### config.mk
export PLATFORM = sky130hd
export DESIGN_NAME = sample_pack_readback
export DESIGN_NICKNAME = d
export VERILOG_FILES = /design/src/rtl/spk_pkg.sv /design/src/rtl/spk_rst_sync.sv /design/src/rtl/spk_packer.sv /design/src/rtl/spk_read_ctrl.sv /design/src/rtl/sample_pack_readback.sv
export SDC_FILE = /design/constraint.sdc
export NUM_CORES = 1
export LEC_CHECK = 0
export BUFFER_PORTS_ARGS = -buffer_cell sky130_fd_sc_hd__buf_2
export CORE_ASPECT_RATIO = 0.5
export CORE_MARGIN = 3
export CORE_UTILIZATION = 49
export CTS_CLUSTER_SIZE = 40
export DETAILED_ROUTE_END_ITERATION = 12
export MAX_ROUTING_LAYER = met4
export PLACE_DENSITY = 0.77
export SLEW_MARGIN = 20
export SYNTH_ARGS = -nofsm -noshare
export SYNTH_HDL_FRONTEND = slang
export SYNTH_HIERARCHICAL = 1
export SYNTH_SLANG_ARGS = --single-unit
### constraint.sdc
create_clock -name clk -period 2.9 [get_ports clk]
set_input_delay 0.435 -clock clk [delete_from_list [all_inputs] [get_ports clk]]
set_output_delay 0.435 -clock clk [all_outputs]
set_load 0.01 [all_outputs]
### src/rtl/spk_pkg.sv
package spk_pkg;

  localparam logic [7:0] BUSY_MARK = 8'hAA;

  typedef enum logic {HALF_HI = 1'b0, HALF_LO = 1'b1} half_e;

  typedef struct packed {
    logic [9:0] adc;
    logic [1:0] cyc;
    logic [1:0] marks;
  } sample_t;

  // upper byte: tag 1, cycle, markers, adc[9:7]; lower byte: tag 0, adc[6:0]
  function automatic logic [15:0] pack_word(sample_t s);
    return {1'b1, s.cyc, s.marks, s.adc[9:7], 1'b0, s.adc[6:0]};
  endfunction

endpackage

### src/rtl/spk_rst_sync.sv
module spk_rst_sync #(
  parameter int STAGES = 2
) (
  input  logic clk,
  input  logic rst_n_in,
  output logic rst_n_out
);

  logic [STAGES-1:0] sync_q;

  always_ff @(posedge clk or negedge rst_n_in) begin
    if (!rst_n_in) sync_q <= '0;
    else           sync_q <= {sync_q[STAGES-2:0], 1'b1};
  end

  assign rst_n_out = sync_q[STAGES-1];

endmodule

### src/rtl/spk_packer.sv
module spk_packer
  import spk_pkg::*;
#(
  parameter int DEPTH = 524288,
  parameter int AW    = $clog2(DEPTH)
) (
  input  logic          clk,
  input  logic          rst_n,
  input  logic          clear,
  input  logic          wr_valid,
  input  sample_t       wr_sample,
  output logic          mem_we,
  output logic [AW-1:0] mem_waddr,
  output logic [15:0]   mem_wdata
);

  localparam logic [AW-1:0] LAST_ADDR = AW'(DEPTH - 1);

  logic [AW-1:0] wr_ptr_q, wr_ptr_d;
  logic          we_q, we_d;
  logic [AW-1:0] waddr_q, waddr_d;
  logic [15:0]   wdata_q, wdata_d;

  always_comb begin
    wr_ptr_d = wr_ptr_q;
    we_d     = 1'b0;
    waddr_d  = waddr_q;
    wdata_d  = wdata_q;
    if (clear) begin
      wr_ptr_d = '0;
    end else if (wr_valid) begin
      we_d     = 1'b1;
      waddr_d  = wr_ptr_q;
      wdata_d  = pack_word(wr_sample);
      wr_ptr_d = (wr_ptr_q == LAST_ADDR) ? '0 : wr_ptr_q + AW'(1);
    end
  end

  always_ff @(posedge clk or negedge rst_n) begin
    if (!rst_n) begin
      wr_ptr_q <= '0;
      we_q     <= 1'b0;
      waddr_q  <= '0;
      wdata_q  <= '0;
    end else begin
      wr_ptr_q <= wr_ptr_d;
      we_q     <= we_d;
      waddr_q  <= waddr_d;
      wdata_q  <= wdata_d;
    end
  end

  assign mem_we    = we_q;
  assign mem_waddr = waddr_q;
  assign mem_wdata = wdata_q;

  // an accepted strobe yields one tagged write in the next cycle
  p_write_tagged_r6: assert property (@(posedge clk) disable iff (!rst_n)
    wr_valid && !clear |=> mem_we && mem_wdata[15] && !mem_wdata[7]);

  // consecutive writes go to consecutive addresses
  p_write_seq_r6: assert property (@(posedge clk) disable iff (!rst_n)
    wr_valid && !clear && wr_ptr_q != LAST_ADDR |=> wr_ptr_q == $past(wr_ptr_q) + AW'(1));

  // clear wins over a write strobe
  p_write_clear_r7: assert property (@(posedge clk) disable iff (!rst_n)
    clear |=> !mem_we && wr_ptr_q == '0);

  // write pointer wraps
  p_write_wrap_r8: assert property (@(posedge clk) disable iff (!rst_n)
    wr_valid && !clear && wr_ptr_q == LAST_ADDR |=> wr_ptr_q == '0);

endmodule

### src/rtl/spk_read_ctrl.sv
module spk_read_ctrl
  import spk_pkg::*;
#(
  parameter int DEPTH = 524288,
  parameter int AW    = $clog2(DEPTH)
) (
  input  logic          clk,
  input  logic          rst_n,
  input  logic          clear,
  input  logic          acq_busy,
  input  logic          rd_req,
  output logic [AW-1:0] mem_raddr,
  input  logic [15:0]   mem_rdata,
  output logic          rd_valid,
  output logic [7:0]    rd_byte
);

  localparam logic [AW-1:0] LAST_ADDR = AW'(DEPTH - 1);

  logic [AW-1:0] ptr_q, ptr_d;
  half_e         half_q, half_d;
  logic [7:0]    hold_q, hold_d;
  logic          valid_q, valid_d;
  logic [7:0]    byte_q, byte_d;
  logic          take_hi, take_lo;

  assign take_hi = rd_req && !clear && !acq_busy && (half_q == HALF_HI);
  assign take_lo = rd_req && !clear && !acq_busy && (half_q == HALF_LO);

  always_comb begin
    ptr_d   = ptr_q;
    half_d  = half_q;
    hold_d  = hold_q;
    valid_d = 1'b0;
    byte_d  = byte_q;
    if (clear) begin
      ptr_d  = '0;
      half_d = HALF_HI;
    end else if (rd_req) begin
      valid_d = 1'b1;
      if (acq_busy) begin
        byte_d = BUSY_MARK;
      end else if (half_q == HALF_HI) begin
        byte_d = mem_rdata[15:8];
        hold_d = mem_rdata[7:0];
        half_d = HALF_LO;
        ptr_d  = (ptr_q == LAST_ADDR) ? '0 : ptr_q + AW'(1);
      end else begin
        byte_d = hold_q;
        half_d = HALF_HI;
      end
    end
  end

  always_ff @(posedge clk or negedge rst_n) begin
    if (!rst_n) begin
      ptr_q   <= '0;
      half_q  <= HALF_HI;
      hold_q  <= '0;
      valid_q <= 1'b0;
      byte_q  <= '0;
    end else begin
      ptr_q   <= ptr_d;
      half_q  <= half_d;
      hold_q  <= hold_d;
      valid_q <= valid_d;
      byte_q  <= byte_d;
    end
  end

  assign mem_raddr = ptr_q;
  assign rd_valid  = valid_q;
  assign rd_byte   = byte_q;

  // busy answer and no state movement
  p_busy_mark_r1: assert property (@(posedge clk) disable iff (!rst_n)
    rd_req && acq_busy && !clear |=> rd_valid && rd_byte == BUSY_MARK);
  p_busy_hold_r1: assert property (@(posedge clk) disable iff (!rst_n)
    rd_req && acq_busy && !clear |=> $stable(ptr_q) && $stable(half_q));

  // one answer per request, none otherwise
  p_answer_r4: assert property (@(posedge clk) disable iff (!rst_n)
    rd_req && !clear |=> rd_valid);
  p_quiet_r4: assert property (@(posedge clk) disable iff (!rst_n)
    !rd_req || clear |=> !rd_valid);

  // upper byte then lower byte; lower byte keeps the address
  p_hi_then_lo_r5: assert property (@(posedge clk) disable iff (!rst_n)
    take_hi |=> half_q == HALF_LO);
  p_lo_then_hi_r5: assert property (@(posedge clk) disable iff (!rst_n)
    take_lo |=> half_q == HALF_HI && $stable(ptr_q));

  // clear resets the pointer and the phase
  p_read_clear_r7: assert property (@(posedge clk) disable iff (!rst_n)
    clear |=> ptr_q == '0 && half_q == HALF_HI && !rd_valid);

  // read pointer wraps
  p_read_wrap_r8: assert property (@(posedge clk) disable iff (!rst_n)
    take_hi && ptr_q == LAST_ADDR |=> ptr_q == '0);

endmodule

### src/rtl/sample_pack_readback.sv
module sample_pack_readback
  import spk_pkg::*;
#(
  parameter int DEPTH = 524288,
  parameter int AW    = $clog2(DEPTH)
) (
  input  logic          clk,
  input  logic          rst_n,
  input  logic          acq_busy,
  input  logic          mem_clear,
  input  logic          wr_valid,
  input  logic [9:0]    wr_adc,
  input  logic [1:0]    wr_cycle,
  input  logic [1:0]    wr_marks,
  output logic          mem_we,
  output logic [AW-1:0] mem_waddr,
  output logic [15:0]   mem_wdata,
  output logic [AW-1:0] mem_raddr,
  input  logic [15:0]   mem_rdata,
  input  logic          rd_req,
  output logic          rd_valid,
  output logic [7:0]    rd_byte
);

  logic    rst_n_sync;
  sample_t sample;

  assign sample = '{adc: wr_adc, cyc: wr_cycle, marks: wr_marks};

  spk_rst_sync #(.STAGES(2)) u_rst (
    .clk       (clk),
    .rst_n_in  (rst_n),
    .rst_n_out (rst_n_sync)
  );

  spk_packer #(.DEPTH(DEPTH), .AW(AW)) u_pack (
    .clk       (clk),
    .rst_n     (rst_n_sync),
    .clear     (mem_clear),
    .wr_valid  (wr_valid),
    .wr_sample (sample),
    .mem_we    (mem_we),
    .mem_waddr (mem_waddr),
    .mem_wdata (mem_wdata)
  );

  spk_read_ctrl #(.DEPTH(DEPTH), .AW(AW)) u_read (
    .clk       (clk),
    .rst_n     (rst_n_sync),
    .clear     (mem_clear),
    .acq_busy  (acq_busy),
    .rd_req    (rd_req),
    .mem_raddr (mem_raddr),
    .mem_rdata (mem_rdata),
    .rd_valid  (rd_valid),
    .rd_byte   (rd_byte)
  );

endmodule

==> flow_summary_export.csv <==
group,metric,value,unit
synthesis,yosys.area.top_type,"sky130_fd_sc_hd__dfrtp_1",
die,chipWidth,139,µm
sta,setup_viol,0,
flow_run,max_cap_viol_count,0,
clock_tree,clk_path_buf_depth,2,
synthesis,synth.lib_cells_used.distinct,50,
place,placed_cells_incl_taps,659,
worst_hold_path,min_path_type,"in2reg",
layout,antennaDiodeCount,0,
clock_tree,clk_pin_slew,0.07,ns
layout,flow.area_growth_from_synthesis,20.5,%
layout,filler_cell_count,698,
worst_setup_path,arrival,2.35,ns
die,pin_count,100,
sta,grt_setup_unrepaired,"false",
synthesis,yosys.area_share.adder,0.574,%
synthesis,synth_seq_area_share,53.4,%
place,port_buffers,98,
synthesis,muxShareOfSynthArea,4.13,%
sta,worst_slew_pin_slew,0.869,ns
synthesis,synth_fp_nets,503,
clock_tree,cts_buffers,9,
sta,fmax,0.480,GHz
clock_tree,ctsHtreeMaxLevel,3,
synthesis,area_fraction_in_compound_gates_after_synthesis,10.0,%
die,design.core.area,8320,µm²
clock_tree,root_buffer,"sky130_fd_sc_hd__clkbuf_16",
detailed_routing,drt-total-wl,10100,µm
detailed_routing,routed_vias_inst,5.55,
synthesis,synth.avg_cell_area,9.38,µm²
die,floorplan.die.height,72.7,µm
clock_tree,cts_sinks,93,
synthesis,dominant_combinational_cell_family_by_area_after_synthesis,"simple AND/OR/NAND/NOR gates",
power_and_ir_drop,leakage,2.68,nW
synthesis,synth.cell_area,4360,µm²
sta,fin_crit,2.08,ns
detailed_routing,initial_drt_markers,264,
synthesis,ys_top_cells_by_area,"sky130_fd_sc_hd__dfrtp_1, sky130_fd_sc_hd__nand2_1, sky130_fd_sc_hd__nand3_1, sky130_fd_sc_hd__o21ai_0, sky130_fd_sc_hd__mux2i_1",
synthesis,netlist.area_leader.share,53.4,%
die,floorplan.die_area,10100,µm²
worst_setup_path,cp_data_required_time,3.17,ns
clock_tree,clkLatencyLatePin,0.35,ns
place,placed_area,4940,µm²
die,placementRows,23,
global_route,grt_overflow_total,0,
worst_setup_path,crit_type,"reg2reg",
power_and_ir_drop,ir_worst_vdd,310,µV
place,hpwl,6750,µm
outcome,outcome,"finished, final reports clean",
detailed_routing,wl_per_cell,14.9,µm
power_and_ir_drop,power-per-cell-area,549,nW/µm²
layout,stdcell_area,5260,µm²
sta,post-route-period-util,71.9,%
clock_tree,tritoncts_clock_tree,"built",
sta,drv_slew,0,
worst_setup_path,timing.critical_path.fanout_max,15,
worst_setup_path,setup.worst_path.start_class,"flip-flop",
place,gp_congestion,0.873,
global_route,grt_max_degree,92,
sta,totalNegativeSetupSlack,0,ns
layout,drive_above_1_share,24.5,%
synthesis,synth.ff_latch_count,93,
synthesis,cells_after_synthesis,465,
synthesis,yosys.area_share.simple,27.3,%
layout,finish.cell_count_without_fillers,676,
detailed_routing,detail_route.drc_violations,0,
global_route,grt_first_pass_wirelength,17200,µm
detailed_routing,detail_route.first_pass.iterations,4,
synthesis,synth_xor_xnor_area_share,1.20,%
synthesis,ys.warnings.count,6,
die,initial_core_util,52.4,%
detailed_routing,antenna_left,0,
sta,finClkSkew,0.00501,ns
worst_setup_path,worstSetupEndpointType,"flip-flop",
sta,max_slew_margin,41.9,%
layout,num-nets-final,597,
sta,hold_viol_final,0,
detailed_routing,dr_total_vias,3750,
global_route,antenna_violations_before_repair,0,
clock_tree,cts.repair.resized,0,
global_route,groute.usage.overall,21.6,%
global_route,vias_in_the_first_global_route,3665,
## area by class of cell
cell class                 count  area (µm²)  share of cell area [%]
inverter                       8        30.0                   0.571
clock buffer                   9         225                    4.28
sequential                    93        2330                    44.3
tap                          112         140                    2.67
clock inverter                 7        80.1                    1.52
timing repair buffer         105         558                    10.6
multi-input combinational    342        1890                    36.0
## registers in the layout, summed over array words and instances, names as in the netlist
register / cells
u_rst/sync_q: 2
u_pack/mem_waddr: 19
u_read/mem_raddr: 19
u_pack/mem_we: 1
u_pack/mem_wdata: 15
u_read/rd_byte: 8
u_pack/wr_ptr_q: 19
u_read/half_q: 1
u_read/rd_valid: 1
u_read/hold_q: 8
## critical path, stage by stage (launching register included)
cell	delay [ns]
sky130_fd_sc_hd__dfrtp_1	0.58
sky130_fd_sc_hd__or3_1	0.67
sky130_fd_sc_hd__a21oi_4	0.45
sky130_fd_sc_hd__nand3_1	0.14
sky130_fd_sc_hd__mux2i_1	0.16
## per-layer routing
layer	vias up	GRT usage, %	part of all wire, %
li1	1823	-	-
met1	1820	27.1	45
met2	96	35.5	48
met3	11	4.84	5.5
met4	0	7.05	1.1
met5	-	-	0
## stage by stage
step           total power [mW]  hold slack [ns]  utilization (%)  setup slack (ns)
2_1_floorplan              1.60            0.139                -             0.118
3_3_place_gp               1.70            0.220             59.4             0.837
3_5_place_dp               1.72            0.227             59.4             0.771
4_1_cts                    2.93            0.260             63.2             0.826
5_1_grt                    3.02            0.272             63.2             0.666
6_report                   2.89            0.273             63.2             0.815
## what timing repair did
| action | 4_1_cts | 5_1_grt |
|---|---|---|
| hold buffers | 1 | 0 |
| endpoints found under the hold margin | 2 | 0 |
| setup buffers | 0 | 0 |
## kinds of logic (layout without fill, tap and decap cells)
group,after synthesis,count (layout)
AOI/OAI and AO/OA,68,68
xor gates and xnor gates,6,6
adders and majority gates,2,2
buffers and inverters,30,129
DFF,93,93
muxes,17,17
other,2,2
and+or+nand+nor,247,247
## power breakdown
group / switching [mW] / internal, mW / total (mW)
clock: 0.520 / 0.680 / 1.20
combinational: 0.156 / 0.112 / 0.268
sequential: 0.0481 / 1.37 / 1.42
## path summary, 6_finish.rpt
| path | endpoint | depth (start not counted) | slack (ns) | startpoint |
|---|---|---|---|---|
| setup / recovery | u_read/mem_raddr[15] | 4 | 0.82 | u_read/half_q |
| hold / removal | u_pack/mem_wdata[10] | 3 | 0.27 | wr_adc[9] |
| setup reg to reg | u_read/mem_raddr[15] | 4 | 0.82 | u_read/half_q |
| hold reg to reg | u_read/mem_raddr[12] | 1 | 0.35 | u_rst/sync_q[1] |
| max in group asynchronous | u_pack/wr_ptr_q[17] | 1 | 2.15 | u_rst/sync_q[1] |
| min in group asynchronous | u_read/mem_raddr[12] | 1 | 0.35 | u_rst/sync_q[1] |
## cells in the final DEF, fill, tap and decap left out, drive strengths merged, types with 8 or more instances in the layout
master and n:
nand2 131, buf 104, mux2i 9, or3 10
dfrtp 93, inv 12, nand3 31, clkbuf 9
nor2 19, o21ai 30, a21oi 10, mux2 8
and3 10, nand4 15
## cells in the mapped netlist, drive strengths merged
master and n:
a21oi 10, or4 2, a32oi 2, nor2 19, a211oi 2, and2 3, nand3 31, o211a 1
mux2 8, nand4 15, nand2 131, or3 10, dfrtp 93, a22o 1, buf 10, o21ai 30
clkbuf 12, nand2b 5, a31oi 4, nand4b 1, nor4 3, o311ai 3, xor2 6, nand3b 3
and3 10, o211ai 5, a41oi 2, inv 8, o31ai 5, o21bai 1, conb 2, ha 2
or2 2, nor3 6, a21o 2, and4 6, mux2i 9
Note: power is estimated with default switching activity, not from simulation.
